===== src/rtl/modbist_pkg.sv =====
package modbist_pkg;

  // Reduce a value below 2*m into the residue range with one subtraction.
  function automatic int fold_residue(input int v, input int m);
    return (v >= m) ? v - m : v;
  endfunction

  // Reference residue sum: a plain wide sum, corrected once.
  function automatic int ref_modsum(input int a, input int b, input int m);
    int s;
    s = a + b;
    return (s >= m) ? s - m : s;
  endfunction

endpackage


===== src/rtl/lfsr_gen.sv =====
module lfsr_gen #(
  parameter int W = 8,
  parameter logic [W-1:0] TAPS = W'('hB8)
) (
  input  logic         clk_i,
  input  logic         rst_ni,
  input  logic         load_i,
  input  logic [W-1:0] seed_i,
  input  logic         step_i,
  output logic [W-1:0] state_o
);
  logic [W-1:0] st;
  logic         fb;

  assign fb = ^(st & TAPS);

  always_ff @(posedge clk_i or negedge rst_ni) begin
    if (!rst_ni)     st <= W'(1);
    else if (load_i) st <= (seed_i == '0) ? W'(1) : seed_i;
    else if (step_i) st <= {st[W-2:0], fb};
  end

  assign state_o = st;

  a_r1_never_zero: assert property (@(posedge clk_i) disable iff (!rst_ni)
    st != '0);
  a_r1_shift_step: assert property (@(posedge clk_i) disable iff (!rst_ni)
    (step_i && !load_i) |=> st[W-1:1] == $past(st[W-2:0]));
endmodule


===== src/rtl/pfx_add.sv =====
module pfx_add #(
  parameter int W = 8
) (
  input  logic [W-1:0] x_i,
  input  logic [W-1:0] y_i,
  input  logic         cin_i,
  output logic [W-1:0] s_o,
  output logic         cout_o
);
  localparam int LV = (W < 2) ? 1 : $clog2(W);

  logic [W-1:0] g0, p0, gf, pf;
  logic [W:0]   c;

  assign g0 = x_i & y_i;
  assign p0 = x_i ^ y_i;

  for (genvar l = 0; l < LV; l++) begin : g_lvl
    localparam int D = 1 << l;
    logic [W-1:0] gi, pi, go, po;
    if (l == 0) begin : g_first
      assign gi = g0;
      assign pi = p0;
    end else begin : g_next
      assign gi = g_lvl[l-1].go;
      assign pi = g_lvl[l-1].po;
    end
    always_comb begin
      go = gi;
      po = pi;
      for (int i = D; i < W; i++) begin
        go[i] = gi[i] | (pi[i] & gi[i-D]);
        po[i] = pi[i] & pi[i-D];
      end
    end
  end

  assign gf = g_lvl[LV-1].go;
  assign pf = g_lvl[LV-1].po;

  always_comb begin
    c[0] = cin_i;
    for (int i = 1; i <= W; i++) c[i] = gf[i-1] | (pf[i-1] & cin_i);
  end

  assign s_o    = p0 ^ c[W-1:0];
  assign cout_o = c[W];
endmodule


===== src/rtl/modadd_core.sv =====
module modadd_core #(
  parameter int N        = 8,
  parameter int K        = 4,
  parameter bit FAULT_EN = 1'b0
) (
  input  logic [N-1:0] a_i,
  input  logic [N-1:0] b_i,
  output logic [N-1:0] sum_o
);
  localparam logic [N:0] OFFS = (N+1)'((1 << K) + 1);

  logic [N-1:0] s_ab;
  logic         co_ab;
  logic [N:0]   csa_s, csa_c, s_abt;
  logic         co_abt;
  logic [N-1:0] maj;
  logic         wrap;
  logic [N-1:0] clean;

  pfx_add #(.W(N)) u_ab (
    .x_i(a_i), .y_i(b_i), .cin_i(1'b0), .s_o(s_ab), .cout_o(co_ab)
  );

  // Carry-save step folding the constant offset 2^K+1 into the operands.
  assign maj   = (a_i & b_i) | (a_i & OFFS[N-1:0]) | (b_i & OFFS[N-1:0]);
  assign csa_s = {1'b0, a_i ^ b_i} ^ OFFS;
  assign csa_c = {maj, 1'b0};

  pfx_add #(.W(N+1)) u_abt (
    .x_i(csa_s), .y_i(csa_c), .cin_i(1'b0), .s_o(s_abt), .cout_o(co_abt)
  );

  assign wrap  = s_abt[N];
  assign clean = wrap ? s_abt[N-1:0] : s_ab;

  if (FAULT_EN) begin : g_fault
    always_comb begin
      sum_o    = clean;
      sum_o[K] = 1'b0;
    end
  end else begin : g_ok
    assign sum_o = clean;
  end

  always_comb begin
    a_r3_no_lost_carry: assert (wrap || !co_ab);
    a_r3_offset_sum_fits: assert (!co_abt);
  end
endmodule


===== src/rtl/modbist_top.sv =====
module modbist_top #(
  parameter int           N        = 8,
  parameter int           K        = 4,
  parameter int           RUN_LEN  = 255,
  parameter logic [N-1:0] TAPS_A   = N'('hB8),
  parameter logic [N-1:0] TAPS_B   = N'('hE1),
  parameter bit           FAULT_EN = 1'b0
) (
  input  logic                         clk_i,
  input  logic                         rst_ni,
  input  logic                         start_i,
  input  logic [N-1:0]                 seed_a_i,
  input  logic [N-1:0]                 seed_b_i,
  output logic                         done_o,
  output logic                         fail_o,
  output logic [$clog2(RUN_LEN+1)-1:0] err_cnt_o
);
  import modbist_pkg::*;

  localparam int M  = (1 << N) - (1 << K) - 1;
  localparam int CW = (RUN_LEN < 2) ? 1 : $clog2(RUN_LEN);
  localparam int EW = $clog2(RUN_LEN + 1);
  localparam logic [CW-1:0] LAST = CW'(RUN_LEN - 1);

  logic          run, r_vld, r_last;
  logic [CW-1:0] cnt;
  logic [N-1:0]  st_a, st_b, opa, opb, dut_sum, gold;
  logic [N-1:0]  r_sum, r_gold;
  logic          start_go, miss;
  logic [EW-1:0] err;

  // Start is taken only when neither operands nor a comparison are pending.
  assign start_go = start_i && !run && !r_vld;

  lfsr_gen #(.W(N), .TAPS(TAPS_A)) u_gen_a (
    .clk_i(clk_i), .rst_ni(rst_ni), .load_i(start_go), .seed_i(seed_a_i),
    .step_i(run), .state_o(st_a)
  );
  lfsr_gen #(.W(N), .TAPS(TAPS_B)) u_gen_b (
    .clk_i(clk_i), .rst_ni(rst_ni), .load_i(start_go), .seed_i(seed_b_i),
    .step_i(run), .state_o(st_b)
  );

  assign opa  = N'(fold_residue(int'(st_a), M));
  assign opb  = N'(fold_residue(int'(st_b), M));
  assign gold = N'(ref_modsum(int'(opa), int'(opb), M));

  modadd_core #(.N(N), .K(K), .FAULT_EN(FAULT_EN)) u_add (
    .a_i(opa), .b_i(opb), .sum_o(dut_sum)
  );

  // Sequencer: counts applied pairs.
  always_ff @(posedge clk_i or negedge rst_ni) begin
    if (!rst_ni) begin
      run <= 1'b0;
      cnt <= '0;
    end else if (start_go) begin
      run <= 1'b1;
      cnt <= '0;
    end else if (run) begin
      cnt <= cnt + 1'b1;
      if (cnt == LAST) run <= 1'b0;
    end
  end

  // Result and reference capture stage.
  always_ff @(posedge clk_i or negedge rst_ni) begin
    if (!rst_ni) begin
      r_vld  <= 1'b0;
      r_last <= 1'b0;
      r_sum  <= '0;
      r_gold <= '0;
    end else if (start_go) begin
      r_vld  <= 1'b0;
      r_last <= 1'b0;
    end else begin
      r_vld  <= run;
      r_last <= run && (cnt == LAST);
      if (run) begin
        r_sum  <= dut_sum;
        r_gold <= gold;
      end
    end
  end

  assign miss = r_vld && (r_sum != r_gold);

  // Compare stage: sticky fail, mismatch count, done.
  always_ff @(posedge clk_i or negedge rst_ni) begin
    if (!rst_ni) begin
      fail_o <= 1'b0;
      err    <= '0;
      done_o <= 1'b0;
    end else if (start_go) begin
      fail_o <= 1'b0;
      err    <= '0;
      done_o <= 1'b0;
    end else begin
      if (miss) begin
        fail_o <= 1'b1;
        err    <= err + 1'b1;
      end
      if (r_vld && r_last) done_o <= 1'b1;
    end
  end

  assign err_cnt_o = err;

  a_r2_operands_in_range: assert property (@(posedge clk_i) disable iff (!rst_ni)
    run |-> (int'(opa) < M) && (int'(opb) < M));
  a_r3_result_is_residue: assert property (@(posedge clk_i) disable iff (!rst_ni)
    r_vld |-> int'(r_sum) < M);
  a_r4_fail_matches_count: assert property (@(posedge clk_i) disable iff (!rst_ni)
    fail_o == (err != '0));
  a_r5_fail_sticky: assert property (@(posedge clk_i) disable iff (!rst_ni)
    (fail_o && !start_go) |=> fail_o);
  a_r6_done_when_idle: assert property (@(posedge clk_i) disable iff (!rst_ni)
    done_o |-> (!run && !r_vld));
  a_r7_start_ignored: assert property (@(posedge clk_i) disable iff (!rst_ni)
    (start_i && run && cnt != LAST) |=> (run && cnt == $past(cnt) + 1'b1));
endmodule


===== config.mk =====
export PLATFORM = sky130hd
export DESIGN_NAME = modbist_top
export DESIGN_NICKNAME = d
export VERILOG_FILES = /design/src/rtl/modbist_pkg.sv /design/src/rtl/lfsr_gen.sv /design/src/rtl/pfx_add.sv /design/src/rtl/modadd_core.sv /design/src/rtl/modbist_top.sv
export SDC_FILE = /design/constraint.sdc
export NUM_CORES = 1
export LEC_CHECK = 0
export CAP_MARGIN = 20
export CELL_PAD_IN_SITES_DETAIL_PLACEMENT = 0
export CELL_PAD_IN_SITES_GLOBAL_PLACEMENT = 2
export CORE_ASPECT_RATIO = 1.5
export CORE_UTILIZATION = 40
export CTS_CLUSTER_SIZE = 12
export DETAILED_ROUTE_END_ITERATION = 10
export PLACE_DENSITY = 0.88
export SLEW_MARGIN = 40
export SYNTH_ARGS = -nofsm -noshare
export SYNTH_HDL_FRONTEND = slang
export SYNTH_SLANG_ARGS = --single-unit

===== constraint.sdc =====
create_clock -name clk_i -period 9.9 [get_ports clk_i]
set_input_delay 1.485 -clock clk_i [delete_from_list [all_inputs] [get_ports clk_i]]
set_output_delay 1.485 -clock clk_i [all_outputs]
set_load 0.05 [all_outputs]

==> results.md <==
- Combined area of all synthesized cells: 3872 um^2
- Number of placed instances, taps included: 563
- Die outline width: around 82 um
- Effective utilization at floorplan: 41.61%
- Min cycle time layout: 4.262 ns
- Crit-path slowest cell: sky130_fd_sc_hd__dfstp_2
- Top delay family on crit path: simple AND/OR/NAND/NOR gates
- Fraction of synthesized cell area in xor and xnor cells: 10.82%
- Reg-to-reg critical path startpoint: u_gen_a.state_o[0]
- Dominant cells by area after synthesis: sky130_fd_sc_hd__dfrtp_1, sky130_fd_sc_hd__ha_1, sky130_fd_sc_hd__xnor2_1
- Average detailed-routed wire length per instance: 14.87 um
- Worst slew margin relative to its limit: 54.83%
- Proportion of register bits with asynchronous set or reset after synthesis: 100.0%
- Crit Path Class: reg2reg
- Worst-margin pin slew: 0.6604 ns
- Cell breakdown of the critical path: ha_1 -> a41o_1 -> nand2_1 -> nor2_1 -> xnor2_1 -> inv_1 -> ha_1 -> fa_1 -> and4_1 -> or3_1 -> a21oi_2 -> o21ai_1 -> a31oi_2 -> xnor2_1 -> mux2_2
- Most instantiated library cell after synthesis: sky130_fd_sc_hd__dfrtp_1
- Worst clock skew on the final layout: 0.005120 ns
- Number of standard cells in the final layout excluding fillers: 571
- Pins Over Slew Limit: 0
- Post-route DRC violation count: 0
- Final clock period utilization by the worst path: 43.05%
- Max Root-Sink Buffers: 2
- Post CTS Setup Buffer Count: 0
- Pin count of the biggest net entering global routing: a little over 70
- Diode insertion count for antenna repair: 0
- Length in cells of the worst reg-to-reg path: 15
- Total number of clock tree sinks: 53
- Area grow syn2layout: 13.09%
- Largest fanout on the critical path: 12
- Number of different library cells in the post-synthesis netlist: 58
- Post-synth top cells: sky130_fd_sc_hd__dfrtp_1, sky130_fd_sc_hd__nand2_1, sky130_fd_sc_hd__nor2_1, sky130_fd_sc_hd__o21ai_0
- Count of input and output buffers: 28
- Yosys warns: 0
- Arrival time at the worst endpoint: 4.45 ns
- Overflow after GRT: 0
- First-pass GRT wire length: ~14,000 um
- Number of synthesized register bits: 53
- F_max: about 0.23 GHz
- Number of design-rule violations left by the first detailed-router iteration: 158
- EDFF count, synth: 0
- Die footprint: 10,090 um^2
- Aggregate routed wire length: 8489 um
- Sequential cell area: between 1000 and 1500 um^2
- Share of Yosys cell area claimed by the top area cell type: between 30% and 40%
- Final number of setup-violating endpoints: 0
- Hold Crit Class: reg2reg
- Number of rows created at floorplan: 43
- Fraction of final layout cells with drive strength greater than 1: 6.972%
- Setup ws final: 5.638 ns
- Post-Synthesis Net Count: 491
- Mux cell area share after synthesis: 5.267%
- Critical Path Max Stage Delay: 0.58 ns
- Combinational family with the most area after synthesis: simple AND/OR/NAND/NOR gates
- Post-CTS Hold Fix Bufs: 0
- Latest clock arrival within the worst-skew pair: 0.30 ns
- Die extent in y: roughly 120 um
- Synth Area in Compound Gates: 14.67%
- Antenna violations before repair: 0
- Clock tree from TritonCTS: yes
- Launch point of the worst path: u_gen_a.state_o[0]
- Total GRT Usage: roughly a fifth
- Vias per cell: 5.296
- Overall via count from detail_route: about 3,000
- Number of detailed-route iterations in the first pass: 4
- Setup crit end kind: flop
- Maximum Capacitance Violations: 0
- CTS HTree Levels: 2
- Total of fill cells in the finished design: 903
- Floorplan Core Area: 9308 um^2
- Number of buffers created by CTS: 5
- Number of buffers and inverters on the critical path: 1
- Post-placement setup slack: 5.716 ns
- Unrepaired setup endpoints after global routing: no
- Cells after Synth: approximately 440
- WP depth: 15
- Detailed placement HPWL: 6486 um
- Endpoint of the worst-slack reg-to-reg timing path: r_gold[0]
- Sequential cell area fraction in the yosys report: 34.31%
- Post-Synth Simple-Gate Area: a little under a fifth
- Biggest area consumer among synthesized cells: sky130_fd_sc_hd__dfrtp_1
- Status: finished, final reports clean
- Final count of hold timing violations: 0
- Multi-input combinational cell area: roughly 2300 um^2
- Startpoint type of the worst setup path: flop
- Area share of fa/ha/maj cells after synthesis: 10.86%
- Critical Path RT: 10.08 ns
- Sum of negative setup slack: 0 ns
- CTS clock-pin slew for the worst setup and hold paths: 0.07 ns
- Reg-to-reg setup timing slack: 5.64 ns
- Syn_area_per_cell: slightly below 9 um^2
- Crit path capture: r_gold[0]
- Net count, final: 507
- Number of cells upsized or downsized after cts: 0
- Most common flop cell mapped by yosys: sky130_fd_sc_hd__dfrtp_1
- Ports: 29
- Gp weighted congestion: 0.8910
- Number of global-route vias before repair: 2,988
- Clk Tree Root Cell: sky130_fd_sc_hd__clkbuf_16
- Antenna Violating Nets Remaining: 0
-- stage by stage --
stage | instance area (um^2) | utilization [%] | hold slack [ns]
global route | 4379 | 47.05 | 0.5377
detailed placement | 4228 | 45.42 | 0.4933
global placement | 4220 | 45.34 | 0.4635
floorplan | 3872 | - | 0.4627
CTS | 4379 | 47.05 | 0.5108
finish | 4379 | 47.05 | 0.5105
-- metal layers --
| metal | up-vias | global-route usage (%) | routed length [um] |
|---|---|---|---|
| met5 | - | 0 | 0 |
| met4 | 0 | 9.978 | 303 |
| met3 | 16 | 2.825 | 208 |
| met2 | 44 | 33.78 | 4373 |
| met1 | 1420 | 21.56 | 3604 |
| li1 | 1544 | - | - |
-- worst min-delay path by stage --
stage	slack (ns)	end	start	cells after the start
final	0.51	r_gold[3]	r_gold[3]	2
after global routing	0.54	r_gold[3]	r_gold[3]	2
after CTS	0.51	done_o	r_last	2
after detailed placement	0.49	done_o	r_last	2
after global placement	0.46	done_o	r_last	2
after floorplan	0.46	done_o	r_last	2
-- state kept, by name, indices dropped and copies added, names as in the netlist --
name / cells
u_gen_b.state_o: 8
run: 1
cnt: 8
fail_o: 1
r_sum: 8
r_last: 1
u_gen_a.state_o: 8
r_vld: 1
done_o: 1
r_gold: 8
err_cnt_o: 8
-- final cells by class --
class | instances | share of cell area, %
clock buffer | 5 | 2.857
clock inverter | 3 | 0.6000
inverter | 31 | 2.657
multi-input combinational | 336 | 53.51
sequential | 53 | 30.37
tap | 112 | 3.200
timing repair buffer | 31 | 6.800
-- placed cells by master (no fill, tap or decap), drive strengths merged, types with 2 or more instances in the layout --
| cell | n |
|---|---|
| a31oi | 7 |
| o21a | 2 |
| nand4 | 9 |
| and2 | 4 |
| a21o | 2 |
| a41o | 2 |
| nand2 | 50 |
| buf | 4 |
| o22ai | 2 |
| o21ai | 37 |
| or2 | 2 |
| clkinv | 2 |
| dfstp | 2 |
| clkbuf | 5 |
| nand3b | 2 |
| or3 | 8 |
| dfrtp | 51 |
| fa | 6 |
| a31o | 2 |
| inv | 32 |
| mux2i | 17 |
| and4 | 2 |
| a21oi | 18 |
| nor2 | 37 |
| mux2 | 3 |
| and3 | 2 |
| nand3 | 10 |
| nor2b | 9 |
| a22oi | 2 |
| xor2 | 16 |
| nor4 | 3 |
| xnor2 | 31 |
| clkdlybuf4s50 | 27 |
| nand2b | 3 |
| ha | 24 |
| nor3 | 8 |
| o221ai | 2 |
-- tightest hold or removal path: stages, from the launching register on --
cell and delay (ns):
sky130_fd_sc_hd__dfrtp_1 0.36, sky130_fd_sc_hd__nand2_1 0.06, sky130_fd_sc_hd__nand3_1 0.06
-- cells by family after synthesis --
family,Yosys count
multiplexers,20
flip-flops,53
XOR/XNOR,47
buffers and inverters,53
AO/OA/AOI/OAI,88
AND/OR/NAND/NOR,151
adder cells (fa/ha/maj),30
Power is left out: the tool's default activity adds up to more than one toggle a clock period on the data nets, which glitch-free logic cannot reach.
